**src/rtl/refsched_pkg.sv**
```systemverilog
package refsched_pkg;

    typedef enum logic [2:0] {
        ST_RUN,
        ST_TOFF,
        ST_ENTRY,
        ST_IN,
        ST_EXIT
    } sr_state_e;

    typedef struct packed {
        logic cmd_ok;
        logic rd_ok;
        logic term_en;
    } gate_t;

    // Reload value for a down counter whose period is the chosen interval.
    function automatic int unsigned reload_val(int unsigned refi, logic hot);
        int unsigned per;
        per = hot ? (refi >> 1) : refi;
        return (per == 0) ? 0 : per - 1;
    endfunction

endpackage

```
**src/rtl/refsched_interval.sv**
```systemverilog
module refsched_interval
    import refsched_pkg::*;
#(
    parameter int CNT_W = 16
) (
    input  logic             clk,
    input  logic             rst,
    input  logic [CNT_W-1:0] cfg_refi,
    input  logic             high_temp,
    input  logic             run_en,
    input  logic             restart,
    output logic             tick,
    output logic             hot_mode
);
    logic [CNT_W-1:0] cnt;

    assign tick = run_en && !restart && (cnt == '0);

    always_ff @(posedge clk) begin
        if (rst) begin
            cnt      <= CNT_W'(reload_val(32'(cfg_refi), 1'b0));
            hot_mode <= 1'b0;
        end else if (restart || tick) begin
            cnt      <= CNT_W'(reload_val(32'(cfg_refi), high_temp));
            hot_mode <= high_temp;
        end else if (run_en) begin
            cnt <= cnt - 1'b1;
        end
    end
endmodule

```
**src/rtl/refsched_owed.sv**
```systemverilog
module refsched_owed #(
    parameter int MAX_OWED = 8,
    parameter int OWED_W   = $clog2(MAX_OWED + 1)
) (
    input  logic              clk,
    input  logic              rst,
    input  logic              tick,
    input  logic              take,
    input  logic              clear,
    output logic [OWED_W-1:0] owed
);
    localparam logic [OWED_W-1:0] LIMIT = OWED_W'(MAX_OWED);

    always_ff @(posedge clk) begin
        if (rst || clear) begin
            owed <= '0;
        end else begin
            unique case ({tick, take})
                2'b10:   if (owed != LIMIT) owed <= owed + 1'b1;
                2'b01:   owed <= owed - 1'b1;
                default: owed <= owed;
            endcase
        end
    end
endmodule

```
**src/rtl/refsched_srfsm.sv**
```systemverilog
module refsched_srfsm
    import refsched_pkg::*;
#(
    parameter int CNT_W = 16
) (
    input  logic             clk,
    input  logic             rst,
    input  logic [CNT_W-1:0] cfg_xsnr,
    input  logic [CNT_W-1:0] cfg_xsrd,
    input  logic [CNT_W-1:0] cfg_aofd,
    input  logic             banks_idle,
    input  logic             sr_enter,
    input  logic             sr_exit,
    input  logic             sr_gnt,
    output sr_state_e        state,
    output logic             sr_req,
    output logic             sr_taken,
    output logic             restart,
    output gate_t            gate
);
    logic [CNT_W-1:0] wait_a;
    logic [CNT_W-1:0] wait_b;

    assign sr_req   = (state == ST_ENTRY) && banks_idle;
    assign sr_taken = sr_req && sr_gnt;
    assign restart  = (state == ST_IN) && sr_exit;

    always_ff @(posedge clk) begin
        if (rst) begin
            state  <= ST_RUN;
            wait_a <= '0;
            wait_b <= '0;
        end else begin
            unique case (state)
                ST_RUN: if (sr_enter) begin
                    state  <= ST_TOFF;
                    wait_a <= cfg_aofd;
                end
                ST_TOFF: begin
                    if (wait_a == '0) state <= ST_ENTRY;
                    else              wait_a <= wait_a - 1'b1;
                end
                ST_ENTRY: if (sr_taken) state <= ST_IN;
                ST_IN: if (sr_exit) begin
                    state  <= ST_EXIT;
                    wait_a <= cfg_xsnr;
                    wait_b <= cfg_xsrd;
                end
                ST_EXIT: begin
                    if (wait_a != '0) wait_a <= wait_a - 1'b1;
                    if (wait_b != '0) wait_b <= wait_b - 1'b1;
                    if (wait_a == '0 && wait_b == '0) state <= ST_RUN;
                end
                default: state <= ST_RUN;
            endcase
        end
    end

    always_comb begin
        unique case (state)
            ST_RUN:            gate = '{cmd_ok: 1'b1, rd_ok: 1'b1, term_en: 1'b1};
            ST_TOFF, ST_ENTRY: gate = '{cmd_ok: 1'b1, rd_ok: 1'b1, term_en: 1'b0};
            ST_EXIT:           gate = '{cmd_ok: (wait_a == '0), rd_ok: (wait_b == '0),
                                        term_en: (wait_b == '0)};
            default:           gate = '{cmd_ok: 1'b0, rd_ok: 1'b0, term_en: 1'b0};
        endcase
    end
endmodule

```
**src/rtl/refresh_sched.sv**
```systemverilog
module refresh_sched
    import refsched_pkg::*;
#(
    parameter int CNT_W    = 16,
    parameter int MAX_OWED = 8,
    parameter int OWED_W   = $clog2(MAX_OWED + 1)
) (
    input  logic              clk,
    input  logic              rst,
    input  logic [CNT_W-1:0]  cfg_refi,
    input  logic [CNT_W-1:0]  cfg_xsnr,
    input  logic [CNT_W-1:0]  cfg_xsrd,
    input  logic [CNT_W-1:0]  cfg_aofd,
    input  logic              high_temp,
    input  logic              banks_idle,
    input  logic              sr_enter,
    input  logic              sr_exit,
    input  logic              ref_gnt,
    input  logic              sr_gnt,
    output logic              ref_req,
    output logic              ref_urgent,
    output logic [OWED_W-1:0] owed_cnt,
    output logic              hot_sr_en,
    output logic              sr_req,
    output logic              in_self_refresh,
    output logic              cmd_ok,
    output logic              rd_ok,
    output logic              term_en
);
    localparam logic [OWED_W-1:0] LIMIT = OWED_W'(MAX_OWED);

    sr_state_e state;
    gate_t     gate;
    logic      tick;
    logic      restart;
    logic      sr_taken;
    logic      take;

    refsched_srfsm #(.CNT_W(CNT_W)) u_fsm (
        .clk        (clk),
        .rst        (rst),
        .cfg_xsnr   (cfg_xsnr),
        .cfg_xsrd   (cfg_xsrd),
        .cfg_aofd   (cfg_aofd),
        .banks_idle (banks_idle),
        .sr_enter   (sr_enter),
        .sr_exit    (sr_exit),
        .sr_gnt     (sr_gnt),
        .state      (state),
        .sr_req     (sr_req),
        .sr_taken   (sr_taken),
        .restart    (restart),
        .gate       (gate)
    );

    refsched_interval #(.CNT_W(CNT_W)) u_timer (
        .clk       (clk),
        .rst       (rst),
        .cfg_refi  (cfg_refi),
        .high_temp (high_temp),
        .run_en    (state != ST_IN),
        .restart   (restart),
        .tick      (tick),
        .hot_mode  (hot_sr_en)
    );

    refsched_owed #(.MAX_OWED(MAX_OWED), .OWED_W(OWED_W)) u_owed (
        .clk   (clk),
        .rst   (rst),
        .tick  (tick),
        .take  (take),
        .clear (sr_taken),
        .owed  (owed_cnt)
    );

    assign ref_req         = (state == ST_RUN) && (owed_cnt != '0);
    assign take            = ref_req && ref_gnt;
    assign ref_urgent      = ref_req && (owed_cnt == LIMIT);
    assign in_self_refresh = (state == ST_IN);
    assign cmd_ok          = gate.cmd_ok;
    assign rd_ok           = gate.rd_ok;
    assign term_en         = gate.term_en;
endmodule

```
**config.mk**
```make
export PLATFORM = sky130hd
export DESIGN_NAME = refresh_sched
export DESIGN_NICKNAME = d
export VERILOG_FILES = /design/src/rtl/refsched_pkg.sv /design/src/rtl/refsched_interval.sv /design/src/rtl/refsched_owed.sv /design/src/rtl/refsched_srfsm.sv /design/src/rtl/refresh_sched.sv
export SDC_FILE = /design/constraint.sdc
export NUM_CORES = 1
export LEC_CHECK = 0
export BUFFER_PORTS_ARGS = -buffer_cell sky130_fd_sc_hd__buf_2
export CAP_MARGIN = 15
export CORE_MARGIN = 8
export CORE_UTILIZATION = 43
export CTS_BUF_LIST = sky130_fd_sc_hd__clkbuf_4 sky130_fd_sc_hd__clkbuf_8
export DETAILED_ROUTE_END_ITERATION = 12
export SYNTH_ARGS = -nofsm -noshare
export SYNTH_HDL_FRONTEND = slang
export SYNTH_SLANG_ARGS = --single-unit
```
**constraint.sdc**
```tcl
create_clock -name clk -period 9.7 [get_ports clk]
set_clock_uncertainty 0.2 [all_clocks]
set_input_delay 1.455 -clock clk [delete_from_list [all_inputs] [get_ports clk]]
set_output_delay 1.455 -clock clk [all_outputs]
set_load 0.01 [all_outputs]
```
==> impl_results.rst, run 1 <==
.. list-table::
   :header-rows: 1

   * - Metric
     - Value
   * - Number of routed nets with antenna violations
     - 0
   * - Most frequent cells after synthesis
     - sky130_fd_sc_hd__nand2_1 (61), sky130_fd_sc_hd__nor2_1 (57), sky130_fd_sc_hd__dfxtp_1 (40)
   * - Area of the core
     - 10700 um2
   * - Detailed-router iteration count before antenna repair
     - 6
   * - Buffers plus inverters on the worst setup path
     - 1
   * - Number of antenna violations at the first check in global routing
     - 0
   * - HPWL after detailed placement
     - 10.1 mm
   * - Setup repair bufs after CTS
     - 0
   * - Slack of the worst reg-to-reg path
     - 6040 ps
   * - Arrival time reported for the critical path endpoint
     - 4160 ps
   * - Initial core utilization
     - 43.5%
   * - Outcome
     - completed
   * - YS warnings
     - 0
   * - Hold Path Class
     - flop to flop
   * - Slew Limit Fails
     - 0
   * - Bufs on Longest Clock Path
     - 2
   * - Cell type group with the largest total delay on the critical path
     - simple AND/OR/NAND/NOR gates
   * - Ant diodes
     - 0
   * - Slowest cell on the critical path
     - sky130_fd_sc_hd__nor4b_1
   * - CTS buffer count
     - 5
   * - Leading post-synthesis cells by cell area
     - sky130_fd_sc_hd__dfxtp_1 (17%), sky130_fd_sc_hd__edfxtp_1 (10%), sky130_fd_sc_hd__nand2_1 (4.9%), sky130_fd_sc_hd__xnor2_1 (4.7%), sky130_fd_sc_hd__nor2_1 (4.6%)
   * - Proportion of synthesized flip-flops having asynchronous set or reset
     - 0%
   * - Count of distinct cell types in the synthesized netlist
     - 74
   * - Routed via count
     - 4674
   * - Total gr overflow
     - 0
   * - Synth Area per Inst
     - 7.74 um2
   * - Pre-CTS setup slack
     - 5050 ps
   * - Total negative setup slack
     - 0 ps
   * - Worst-margin pin slew
     - 1030 ps
   * - Top Ports
     - 84
   * - Final cycle utilization of the critical path
     - 44.5%
   * - Wire length reported by the detailed router
     - 13.4 mm
   * - Min Hold Slack
     - 284 ps
   * - Post-synthesis sequential area ratio
     - 27.6%
   * - Max Cap Viol
     - 0
   * - Power per cell area
     - 116 nW/um2
   * - Most frequently used cell type in the post-synthesis netlist
     - sky130_fd_sc_hd__nand2_1
   * - Maximum number of pins on one net before global-route repair
     - 39
   * - Worst-case vdd ir drop
     - 56.4 uV
   * - Drt drc
     - 0
   * - Detailed Route Iter0 Violations
     - 338
   * - Setup repair after global routing missed its margin
     - no
   * - Hold-fix buffers at CTS
     - 0
   * - H-tree level count
     - 2
   * - Fill count
     - 1076
   * - Maximum fanout encountered on the critical timing path
     - 31
   * - Root buffer selected by CTS
     - sky130_fd_sc_hd__clkbuf_8
   * - Maximum clock frequency
     - 231 MHz
   * - Kind of end point of the critical path
     - flop
   * - Count of flip-flops with a built-in enable after synthesis
     - 16
   * - Die W
     - 120 um
   * - Quantity of I/O buffers inserted on ports
     - 83
   * - Synth top area share
     - 17.2%
   * - Average vias per placed instance
     - 5.89
   * - Number of core rows
     - 38
   * - Avg WL per Cell
     - 17.0 um
   * - Latest clock arrival within the worst-skew pair
     - 320 ps
   * - CP Cell Sequence
     - buf_2, nor2b_1, a21oi_1, ha_1, nor4b_1, nand2_1, nor3_1, a211oi_2, o21ai_0, o221ai_1
   * - Combined area of all synthesized cells
     - 4650 um2
   * - Final Total Pwr
     - 0.000601 W
   * - Sinks on the clock net
     - 56
   * - Worst EP required
     - 9540 ps
   * - Floorplan die area
     - 14400 um2
   * - Main synth FF type
     - sky130_fd_sc_hd__dfxtp_1
   * - LEAKAGE
     - 1.97 nW
   * - Longest individual stage delay on the worst path
     - 530 ps
   * - Clock tree from TritonCTS
     - yes
   * - Final hold violation count
     - 0
   * - Synthesized instance count
     - 601
   * - Startpoint kind of the worst setup timing path
     - primary input
   * - Cell type with the highest aggregate area in the netlist
     - sky130_fd_sc_hd__dfxtp_1
   * - Nets
     - 735
   * - Final setup viols
     - 0
   * - Total of flip-flops plus latches after synthesis
     - 56
   * - Wire length of the first global-routing pass
     - 22.3 mm
   * - Vias in the first global route
     - 4482
   * - Resized Gates After CTS
     - 0
   * - Area growth from synthesis to final layout
     - 11.5%
   * - Fraction of final layout cells sized beyond drive strength 1
     - 18.1%
   * - All-layer global routing usage
     - 18.3%
   * - Syn_nets
     - 684
   * - Worst max-slew margin expressed relative to the limit
     - 30.8%
   * - Tmin final
     - 4320 ps
   * - Final RePlAce weighted congestion
     - 0.867
   * - Clock-pin slew on the worst setup and hold paths
     - 100 ps
   * - Worst setup margin
     - 5380 ps
   * - Die Y
     - 120 um
   * - Path type of the worst setup path
     - primary input to flop
[registers in the layout, summed over array words and instances (netlist names)]
register,flops
u_fsm.wait_b,16
u_fsm.state,3
u_fsm.wait_a,16
u_timer.hot_mode,1
u_timer.cnt,16
u_owed.owed,4
[routing by layer]
layer / GRT usage, % / wire [um] / vias up
li1: - / - / 2351
met1: 24.8 / 6320 / 2195
met2: 30.1 / 6390 / 118
met3: 2.40 / 587 / 10
met4: 4.76 / 147 / 0
met5: 0 / 0 / -
[kinds of logic (layout without fill, tap and decap cells)]
group / count (synthesis) / in the layout / share of synthesized area [%]
AOI/OAI and AO/OA: 172 / 172 / 25.5
xor gates and xnor gates: 43 / 43 / 8.10
adders and majority gates: 11 / 11 / 3.12
buffers and inverters: 56 / 108 / 5.01
DFF: 56 / 56 / 27.6
muxes: 9 / 9 / 1.96
and+or+nand+nor: 254 / 254 / 28.8
[area by class of cell]
type                       count  area [um2]  area share (%)
sequential                    56        1280            24.7
inverter                      15        56.3            1.09
clock buffer                   8         104            2.00
tap                          140         175            3.38
timing repair buffer          85         430            8.30
multi-input combinational    489        3140            60.5
[worst register-to-register path, cell delays in order, from the launching register on]
cell                       delay [ps]
sky130_fd_sc_hd__dfxtp_1          800
sky130_fd_sc_hd__nand3b_1         350
sky130_fd_sc_hd__clkinv_1         400
sky130_fd_sc_hd__nand2_1          420
sky130_fd_sc_hd__a211oi_2         930
sky130_fd_sc_hd__o21ai_0          230
sky130_fd_sc_hd__o221ai_1         130
[power by group]
group / leakage (nW) / switching (W) / internal, W / total [W]
logic: 1.41 / 0.0000944 / 0.0000718 / 0.000166
registers: 0.502 / 0.0000259 / 0.000262 / 0.000288
clock network: 0.0549 / 0.0000794 / 0.0000683 / 0.000148
total: 1.97 / 0.000200 / 0.000402 / 0.000601
[per-stage QoR]
step | instances | util [%] | cell area [um2]
2_1_floorplan | 601 | - | 4650
3_3_place_gp | 785 | 47.5 | 5080
3_5_place_dp | 785 | 47.5 | 5080
4_1_cts | 793 | 48.5 | 5190
5_1_grt | 793 | 48.5 | 5190
6_report | 793 | 48.5 | 5190
[layout by cell type, fill, tap and decap left out, drive strengths merged, types with 6 or more instances in the layout]
| cell | instances |
|---|---|
| nand2b | 8 |
| mux2i | 8 |
| a22oi | 7 |
| nor3b | 7 |
| nand3 | 16 |
| xnor2 | 25 |
| xor2 | 18 |
| nor3 | 30 |
| nand2 | 61 |
| ha | 10 |
| nand4 | 6 |
| o21ai | 38 |
| buf | 85 |
| clkbuf | 8 |
| a21oi | 36 |
| a211oi | 6 |
| dfxtp | 40 |
| o221ai | 14 |
| nor4 | 19 |
| edfxtp | 16 |
| o22ai | 8 |
| inv | 14 |
| o211ai | 13 |
| nor2 | 58 |
| or3 | 19 |
[worst paths after layout]
| kind | endpoint | cells after the start | from |
|---|---|---|---|
| max | u_timer.cnt[11] | 10 | high_temp |
| min | u_fsm.wait_b[6] | 2 | u_fsm.wait_b[6] |
| max reg2reg | u_timer.cnt[11] | 6 | u_fsm.state[0] |
| min reg2reg | u_fsm.wait_b[6] | 2 | u_fsm.wait_b[6] |
Power figures use the tool's default switching activity.
==> run 2: changes to the inputs <==
--- a/config.mk
+++ b/config.mk
@@ -11,6 +11,7 @@
 export CORE_UTILIZATION = 43
 export CTS_BUF_LIST = sky130_fd_sc_hd__clkbuf_4 sky130_fd_sc_hd__clkbuf_8
 export DETAILED_ROUTE_END_ITERATION = 12
+export PLACE_DENSITY = 0.67
 export SYNTH_ARGS = -nofsm -noshare
 export SYNTH_HDL_FRONTEND = slang
 export SYNTH_SLANG_ARGS = --single-unit
==> constraint.sdc (replaced) <==
create_clock -name clk -period 3.8 [get_ports clk]
set_clock_uncertainty 0.2 [all_clocks]
set_input_delay 0.57 -clock clk [delete_from_list [all_inputs] [get_ports clk]]
set_output_delay 0.57 -clock clk [all_outputs]
set_load 0.01 [all_outputs]
==> impl_results.rst, run 2 (synthesized netlist as in run 1, its figures left out) <==
.. list-table::
   :header-rows: 1

   * - Metric
     - Value
   * - Final RePlAce weighted congestion
     - 0.915 (+5.5%)
   * - Avg WL per Cell
     - 16.4 um (-3.4%)
   * - Latest clock arrival within the worst-skew pair
     - 310 ps (about the same)
   * - CP Cell Sequence
     - nor4_4, nand2_1, or3_1, nand2_1, inv_1, ha_1, a21o_1, a21oi_1, nor4_1, nand2_1, a32oi_1, a21oi_1
   * - H-tree level count
     - 2 (unchanged)
   * - Setup repair after global routing missed its margin
     - no
   * - Fraction of final layout cells sized beyond drive strength 1
     - 19.2% (+1.1 points)
   * - Worst-case vdd ir drop
     - 150 uV (+170%)
   * - Setup repair bufs after CTS
     - 0 (unchanged)
   * - Clock network fraction of total power
     - 22.1% (-2.5 points)
   * - Finished Cell Area
     - 5240 um2 (+1.0%)
   * - Arrival time reported for the critical path endpoint
     - 3360 ps (-800 ps)
   * - LEAKAGE
     - 2.01 nW (+2.1%)
   * - Top Ports
     - 84 (unchanged)
   * - Commonest cells after routing, fill and taps aside
     - sky130_fd_sc_hd__buf_2 (83), sky130_fd_sc_hd__nand2_1 (61), sky130_fd_sc_hd__nor2_1 (57)
   * - Kind of end point of the critical path
     - flop
   * - Worst EP required
     - 3790 ps (-5750 ps)
   * - Hold-fix buffers at CTS
     - 0 (unchanged)
   * - Internal power
     - 0.00100 W (+150%)
   * - Area of the core
     - 10700 um2 (unchanged)
   * - Nets
     - 744 (+1.2%)
   * - Area growth from synthesis to final layout
     - 12.7%
   * - Max Cap Viol
     - 0 (unchanged)
   * - Min Hold Slack
     - 278 ps (-6.69 ps)
   * - Detailed Route Iter0 Violations
     - 375 (+11%)
   * - Sinks on the clock net
     - 56 (unchanged)
   * - Bufs on Longest Clock Path
     - 2 (unchanged)
   * - Power per cell area
     - 285 nW/um2 (+150%)
   * - Cell area after placement
     - 5150 um2 (+1.3%)
   * - Number of core rows
     - 38 (unchanged)
   * - Maximum fanout encountered on the critical timing path
     - 8 (-74%)
   * - Longest individual stage delay on the worst path
     - 510 ps (-20 ps)
   * - Final hold violation count
     - 0 (unchanged)
   * - Outcome
     - completed
   * - Maximum clock frequency
     - 297 MHz
   * - Worst max-slew margin expressed relative to the limit
     - 22.8% (-8.0 points)
   * - Worst-margin pin slew
     - 1160 ps (+130 ps)
   * - HPWL after detailed placement
     - 10.1 mm (about the same)
   * - Number of routed nets with antenna violations
     - 0 (unchanged)
   * - Top flop regs
     - u_fsm.wait_a x16, u_fsm.wait_b x16, u_timer.cnt x16
   * - Total negative setup slack
     - 0 ps (unchanged)
   * - Net Sw Frac
     - 32.8% (-0.37 points)
   * - Combinational Power Share
     - 29.1% (+1.5 points)
   * - Root buffer selected by CTS
     - sky130_fd_sc_hd__clkbuf_8
   * - Cell type group with the largest total delay on the critical path
     - simple AND/OR/NAND/NOR gates
   * - Die Y
     - 120 um (unchanged)
   * - Die W
     - 120 um (unchanged)
   * - Switching power
     - 0.000490 W (+150%)
   * - Pre-CTS setup slack
     - 481 ps (-4570 ps)
   * - Maximum number of pins on one net before global-route repair
     - 38 (-2.6%)
   * - Finished Core Util
     - 49.0% (+0.49 points)
   * - Number of antenna violations at the first check in global routing
     - 0 (unchanged)
   * - All-layer global routing usage
     - 17.5% (-0.84 points)
   * - Quantity of I/O buffers inserted on ports
     - 83 (unchanged)
   * - Final cycle utilization of the critical path
     - 88.5%
   * - Buffers plus inverters on the worst setup path
     - 1 (unchanged)
   * - Average vias per placed instance
     - 6.00 (+1.8%)
   * - CTS buffer count
     - 5 (unchanged)
   * - Detailed-router iteration count before antenna repair
     - 5 (-1)
   * - Resized Gates After CTS
     - 0 (unchanged)
   * - Initial core utilization
     - 43.5% (unchanged)
   * - Tmin final
     - 3360 ps
   * - Worst setup margin
     - 436 ps (-4940 ps)
   * - Clock tree from TritonCTS
     - yes
   * - Hold Path Class
     - flop to flop
   * - Slowest cell on the critical path
     - sky130_fd_sc_hd__or3_1
   * - Path type of the worst setup path
     - flop to flop
   * - Clock-pin slew on the worst setup and hold paths
     - 100 ps (about the same)
   * - Sequential power share
     - 48.7% (+0.9 points)
   * - Leading cell type in the layout, fill and taps excluded
     - sky130_fd_sc_hd__buf_2
   * - Wire length of the first global-routing pass
     - 21.4 mm (-3.7%)
   * - Drt drc
     - 0 (unchanged)
   * - Slew Limit Fails
     - 0 (unchanged)
   * - Floorplan die area
     - 14400 um2 (unchanged)
   * - Vias in the first global route
     - 4503 (+0.47%)
   * - Startpoint kind of the worst setup timing path
     - flop
   * - Ant diodes
     - 0 (unchanged)
   * - Wire length reported by the detailed router
     - 13.1 mm (-2.3%)
   * - Routed via count
     - 4811 (+2.9%)
   * - Total gr overflow
     - 0 (unchanged)
   * - Final setup viols
     - 0 (unchanged)
   * - Most frequent cell on the critical path
     - sky130_fd_sc_hd__nand2_1
-- run 2: layout make-up --
cell class,count,area (um2)
clock buffers,7,83.8
inverters,15,56.3
clock inverters,1,5.00
multi-input cells,489,3140
flip-flops and latches,56,1280
repair buffers,94,498
well taps,140,175
fillers,1075,5460
-- run 2: power by group through the flow --
stage          Combinational [W]  Sequential [W]  Clock (W)
5_1_grt                 0.000481        0.000735   0.000365
4_1_cts                 0.000432        0.000726   0.000345
6_report                0.000435        0.000727   0.000330
3_5_place_dp            0.000428        0.000740          0
2_1_floorplan           0.000307        0.000726          0
3_3_place_gp            0.000421        0.000736          0
-- run 2: per-layer routing --
layer	share of wire, %	global-route usage [%]
met5	0	0
met1	45	22.6
met2	49	30.1
met3	5.3	2.21
met4	0.94	4.45
-- run 2: worst reg2reg max path: stages, from the launching register on --
cell	delay [ps]
sky130_fd_sc_hd__edfxtp_1	490
sky130_fd_sc_hd__nor4_4	400
sky130_fd_sc_hd__nand2_1	140
sky130_fd_sc_hd__or3_1	510
sky130_fd_sc_hd__nand2_1	160
sky130_fd_sc_hd__inv_1	70
sky130_fd_sc_hd__ha_1	270
sky130_fd_sc_hd__a21o_1	110
sky130_fd_sc_hd__a21oi_1	100
sky130_fd_sc_hd__nor4_1	340
sky130_fd_sc_hd__nand2_1	150
sky130_fd_sc_hd__a32oi_1	230
sky130_fd_sc_hd__a21oi_1	90
-- run 2: path summary, 6_finish.rpt --
check        depth (start not counted)  slack (ps)       startpoint               to
max                                 12         440   u_timer.cnt[2]   u_owed.owed[3]
min                                  2         280  u_fsm.wait_b[6]  u_fsm.wait_b[6]
max reg2reg                         12         440   u_timer.cnt[2]   u_owed.owed[3]
min reg2reg                          2         280  u_fsm.wait_b[6]  u_fsm.wait_b[6]
-- run 2: metrics by stage --
step,std cells,power (W)
2_1_floorplan,601,0.00103
6_report,802,0.00149
3_3_place_gp,794,0.00116
3_5_place_dp,794,0.00117
4_1_cts,802,0.00150
5_1_grt,802,0.00158
==> run 3: changes to the inputs <==
--- a/config.mk
+++ b/config.mk
@@ -7,11 +7,9 @@
 export LEC_CHECK = 0
 export BUFFER_PORTS_ARGS = -buffer_cell sky130_fd_sc_hd__buf_2
 export CAP_MARGIN = 15
-export CORE_MARGIN = 8
-export CORE_UTILIZATION = 43
+export CORE_UTILIZATION = 38
 export CTS_BUF_LIST = sky130_fd_sc_hd__clkbuf_4 sky130_fd_sc_hd__clkbuf_8
 export DETAILED_ROUTE_END_ITERATION = 12
-export PLACE_DENSITY = 0.67
 export SYNTH_ARGS = -nofsm -noshare
 export SYNTH_HDL_FRONTEND = slang
 export SYNTH_SLANG_ARGS = --single-unit
==> impl_results.rst, run 3 (synthesized netlist as in run 1, its figures left out) <==
.. list-table::
   :header-rows: 1

   * - Metric
     - Value
   * - Number of antenna violations at the first check in global routing
     - 0 (unchanged)
   * - Die W
     - 113 um (-6.1%)
   * - Net Sw Frac
     - 33.4% (+0.61 points)
   * - Internal power
     - 0.00100 W (+0.24%)
   * - Area growth from synthesis to final layout
     - 13.5%
   * - Worst EP required
     - 3030 ps (-760 ps)
   * - All-layer global routing usage
     - 20.4% (+2.9 points)
   * - Slack of the worst reg-to-reg path
     - 670 ps (+230 ps)
   * - Resized Gates After CTS
     - 0 (unchanged)
   * - Startpoint kind of the worst setup timing path
     - flop
   * - Max Cap Viol
     - 0 (unchanged)
   * - Slowest cell on the critical path
     - sky130_fd_sc_hd__or3b_2
   * - Worst-case vdd ir drop
     - 131 uV (-12%)
   * - Wire length of the first global-routing pass
     - 21.2 mm (-0.93%)
   * - Layout Cells excl Fill
     - 813 (+1.4%)
   * - Vias in the first global route
     - 4450 (-1.2%)
   * - Bufs on Longest Clock Path
     - 2 (unchanged)
   * - Drt drc
     - 0 (unchanged)
   * - Floorplan die area
     - 12700 um2 (-12%)
   * - Terminating pin of the worst hold path
     - u_fsm.wait_b[6]
   * - Final cycle utilization of the critical path
     - 88.0% (-0.54 points)
   * - Clock network fraction of total power
     - 22.9% (+0.8 points)
   * - Avg WL per Cell
     - 15.7 um (-3.9%)
   * - Initial core utilization
     - 38.9% (-4.6 points)
   * - Path type of the worst setup path
     - flop to output pin
   * - Hold wc startpoint
     - u_fsm.wait_b[6]
   * - Maximum number of pins on one net before global-route repair
     - 38 (unchanged)
   * - Detailed-router iteration count before antenna repair
     - 5 (unchanged)
   * - Cell type group with the largest total delay on the critical path
     - simple AND/OR/NAND/NOR gates
   * - Slew Limit Fails
     - 0 (unchanged)
   * - Hold-fix buffers at CTS
     - 0 (unchanged)
   * - Fraction of final layout cells sized beyond drive strength 1
     - 19.7% (+0.49 points)
   * - Outcome
     - completed
   * - Commonest cells after routing, fill and taps aside
     - sky130_fd_sc_hd__buf_2 (83), sky130_fd_sc_hd__nand2_1 (61), sky130_fd_sc_hd__nor2_1 (57)
   * - Number of instances in the placed design
     - 805 (+1.4%)
   * - Worst-margin pin slew
     - 933 ps (-225 ps)
   * - Nets
     - 748 (+0.54%)
   * - Longest individual stage delay on the worst path
     - 490 ps (-20 ps)
   * - Buffers plus inverters on the worst setup path
     - 2 (+1)
   * - Clock tree from TritonCTS
     - yes
   * - Wire length reported by the detailed router
     - 12.8 mm (-2.6%)
   * - Routed via count
     - 4779 (-0.67%)
   * - Ant diodes
     - 0 (unchanged)
   * - Maximum fanout encountered on the critical timing path
     - 6 (-2)
   * - CP Cell Sequence
     - inv_1, ha_1, or3b_2, nor4_4, nand3_1, o21a_1, o22ai_1, buf_2
   * - Total gr overflow
     - 0 (unchanged)
   * - Number of cells on the worst reg-to-reg path
     - 7 (-5)
   * - Area of the core
     - 12000 um2 (+12%)
   * - Tmin final
     - 3340 ps (-20.5 ps)
   * - Arrival time reported for the critical path endpoint
     - 2570 ps (-790 ps)
   * - Final setup viols
     - 0 (unchanged)
   * - Hold Path Class
     - flop to flop
   * - Die Y
     - 113 um (-6.1%)
   * - Number of routed nets with antenna violations
     - 0 (unchanged)
   * - Cell depth of the worst setup path
     - 8 (-4)
   * - Sequential power share
     - 48.3% (-0.4 points)
   * - End of the worst register-to-register path
     - u_timer.cnt[11]
   * - LEAKAGE
     - 2.03 nW (+0.85%)
   * - Final hold violation count
     - 0 (unchanged)
   * - Root buffer selected by CTS
     - sky130_fd_sc_hd__clkbuf_8
   * - HPWL after detailed placement
     - 9.77 mm (-2.8%)
   * - CTS buffer count
     - 5 (unchanged)
   * - H-tree level count
     - 2 (unchanged)
   * - Power per cell area
     - 286 nW/um2 (+0.42%)
   * - Top Ports
     - 84 (unchanged)
   * - Setup repair after global routing missed its margin
     - no
   * - Maximum clock frequency
     - 299 MHz (+0.61%)
   * - Worst max-slew margin expressed relative to the limit
     - 37.7% (+15 points)
   * - Number of stages on the worst hold path
     - 2 (unchanged)
   * - Number of core rows
     - 40 (+5.3%)
   * - Combinational Power Share
     - 28.8% (-0.3 points)
   * - Sinks on the clock net
     - 56 (unchanged)
   * - Top flop regs
     - u_fsm.wait_a x16, u_fsm.wait_b x16, u_timer.cnt x16
   * - Fill count
     - 1234 (+15%)
   * - Reg2Reg Launch Point
     - u_timer.cnt[2]
   * - Setup repair bufs after CTS
     - 0 (unchanged)
   * - Latest clock arrival within the worst-skew pair
     - 320 ps (about the same)
   * - Switching power
     - 0.000505 W (+3.1%)
   * - Clock-pin slew on the worst setup and hold paths
     - 100 ps (about the same)
   * - Kind of end point of the critical path
     - output pin
   * - Leading cell type in the layout, fill and taps excluded
     - sky130_fd_sc_hd__buf_2
   * - Detailed Route Iter0 Violations
     - 356 (-5.1%)
   * - Average vias per placed instance
     - 5.88 (-2.0%)
   * - Final RePlAce weighted congestion
     - 0.900 (-1.6%)
   * - Total negative setup slack
     - 0 ps (unchanged)
   * - Quantity of I/O buffers inserted on ports
     - 83 (unchanged)
-- run 3: metrics by stage --
| stage | instance area (um2) | total power (W) | util [%] | worst slack, ps | hold slack (ps) |
|---|---|---|---|---|---|
| after floorplan | 4650 | 0.00103 | - | 390 | 244 |
| after global placement | 5190 | 0.00117 | 43.4 | 693 | 258 |
| after detailed placement | 5190 | 0.00117 | 43.4 | 526 | 271 |
| after CTS | 5280 | 0.00152 | 44.1 | 479 | 284 |
| after global routing | 5280 | 0.00160 | 44.1 | 263 | 309 |
| final | 5280 | 0.00151 | 44.1 | 457 | 286 |
-- run 3: worst max path at each step --
stage | to | startpoint | slack (ps)
after floorplan | u_timer.cnt[14] | high_temp | 390
after global placement | u_timer.cnt[3] | high_temp | 690
after detailed placement | u_timer.cnt[11] | high_temp | 530
after CTS | rd_ok | u_fsm.wait_b[0] | 480
after global routing | rd_ok | u_fsm.wait_b[0] | 260
final | rd_ok | u_fsm.wait_b[0] | 460
-- run 3: per-layer routing --
layer / track usage, % / vias up / share of wire, %
met2: 34.4 / 148 / 47
met1: 27.3 / 2238 / 46
li1: - / 2382 / -
met3: 2.54 / 11 / 5.3
met5: 0 / - / 0
met4: 5.69 / 0 / 1.2
-- run 3: final cells by class --
cell class	count	area (um2)	area share, %
Tap cell	147	184	3.49
Sequential cell	56	1280	24.3
Clock buffer	7	83.8	1.59
Inverter	15	56.3	1.07
Multi-Input combinational cell	489	3140	59.5
Clock inverter	1	5.00	0.0948
Timing Repair Buffer	98	528	10.0
-- run 3: power by group through the flow --
stage | Sequential [W] | Clock (W) | Combinational, W
floorplan | 0.000726 | 0 | 0.000307
global placement | 0.000739 | 0 | 0.000426
detailed placement | 0.000742 | 0 | 0.000431
CTS | 0.000728 | 0.000356 | 0.000434
global route | 0.000737 | 0.000379 | 0.000486
finish | 0.000729 | 0.000346 | 0.000434
-- run 3: worst register-to-register path, stage by stage, from the launching register on --
cell and delay, ps:
sky130_fd_sc_hd__edfxtp_1 480, sky130_fd_sc_hd__nor4_4 390, sky130_fd_sc_hd__nand2_1 150, sky130_fd_sc_hd__or3_1 390
sky130_fd_sc_hd__buf_4 180, sky130_fd_sc_hd__a211oi_2 770, sky130_fd_sc_hd__o21ai_0 250, sky130_fd_sc_hd__o221ai_1 150
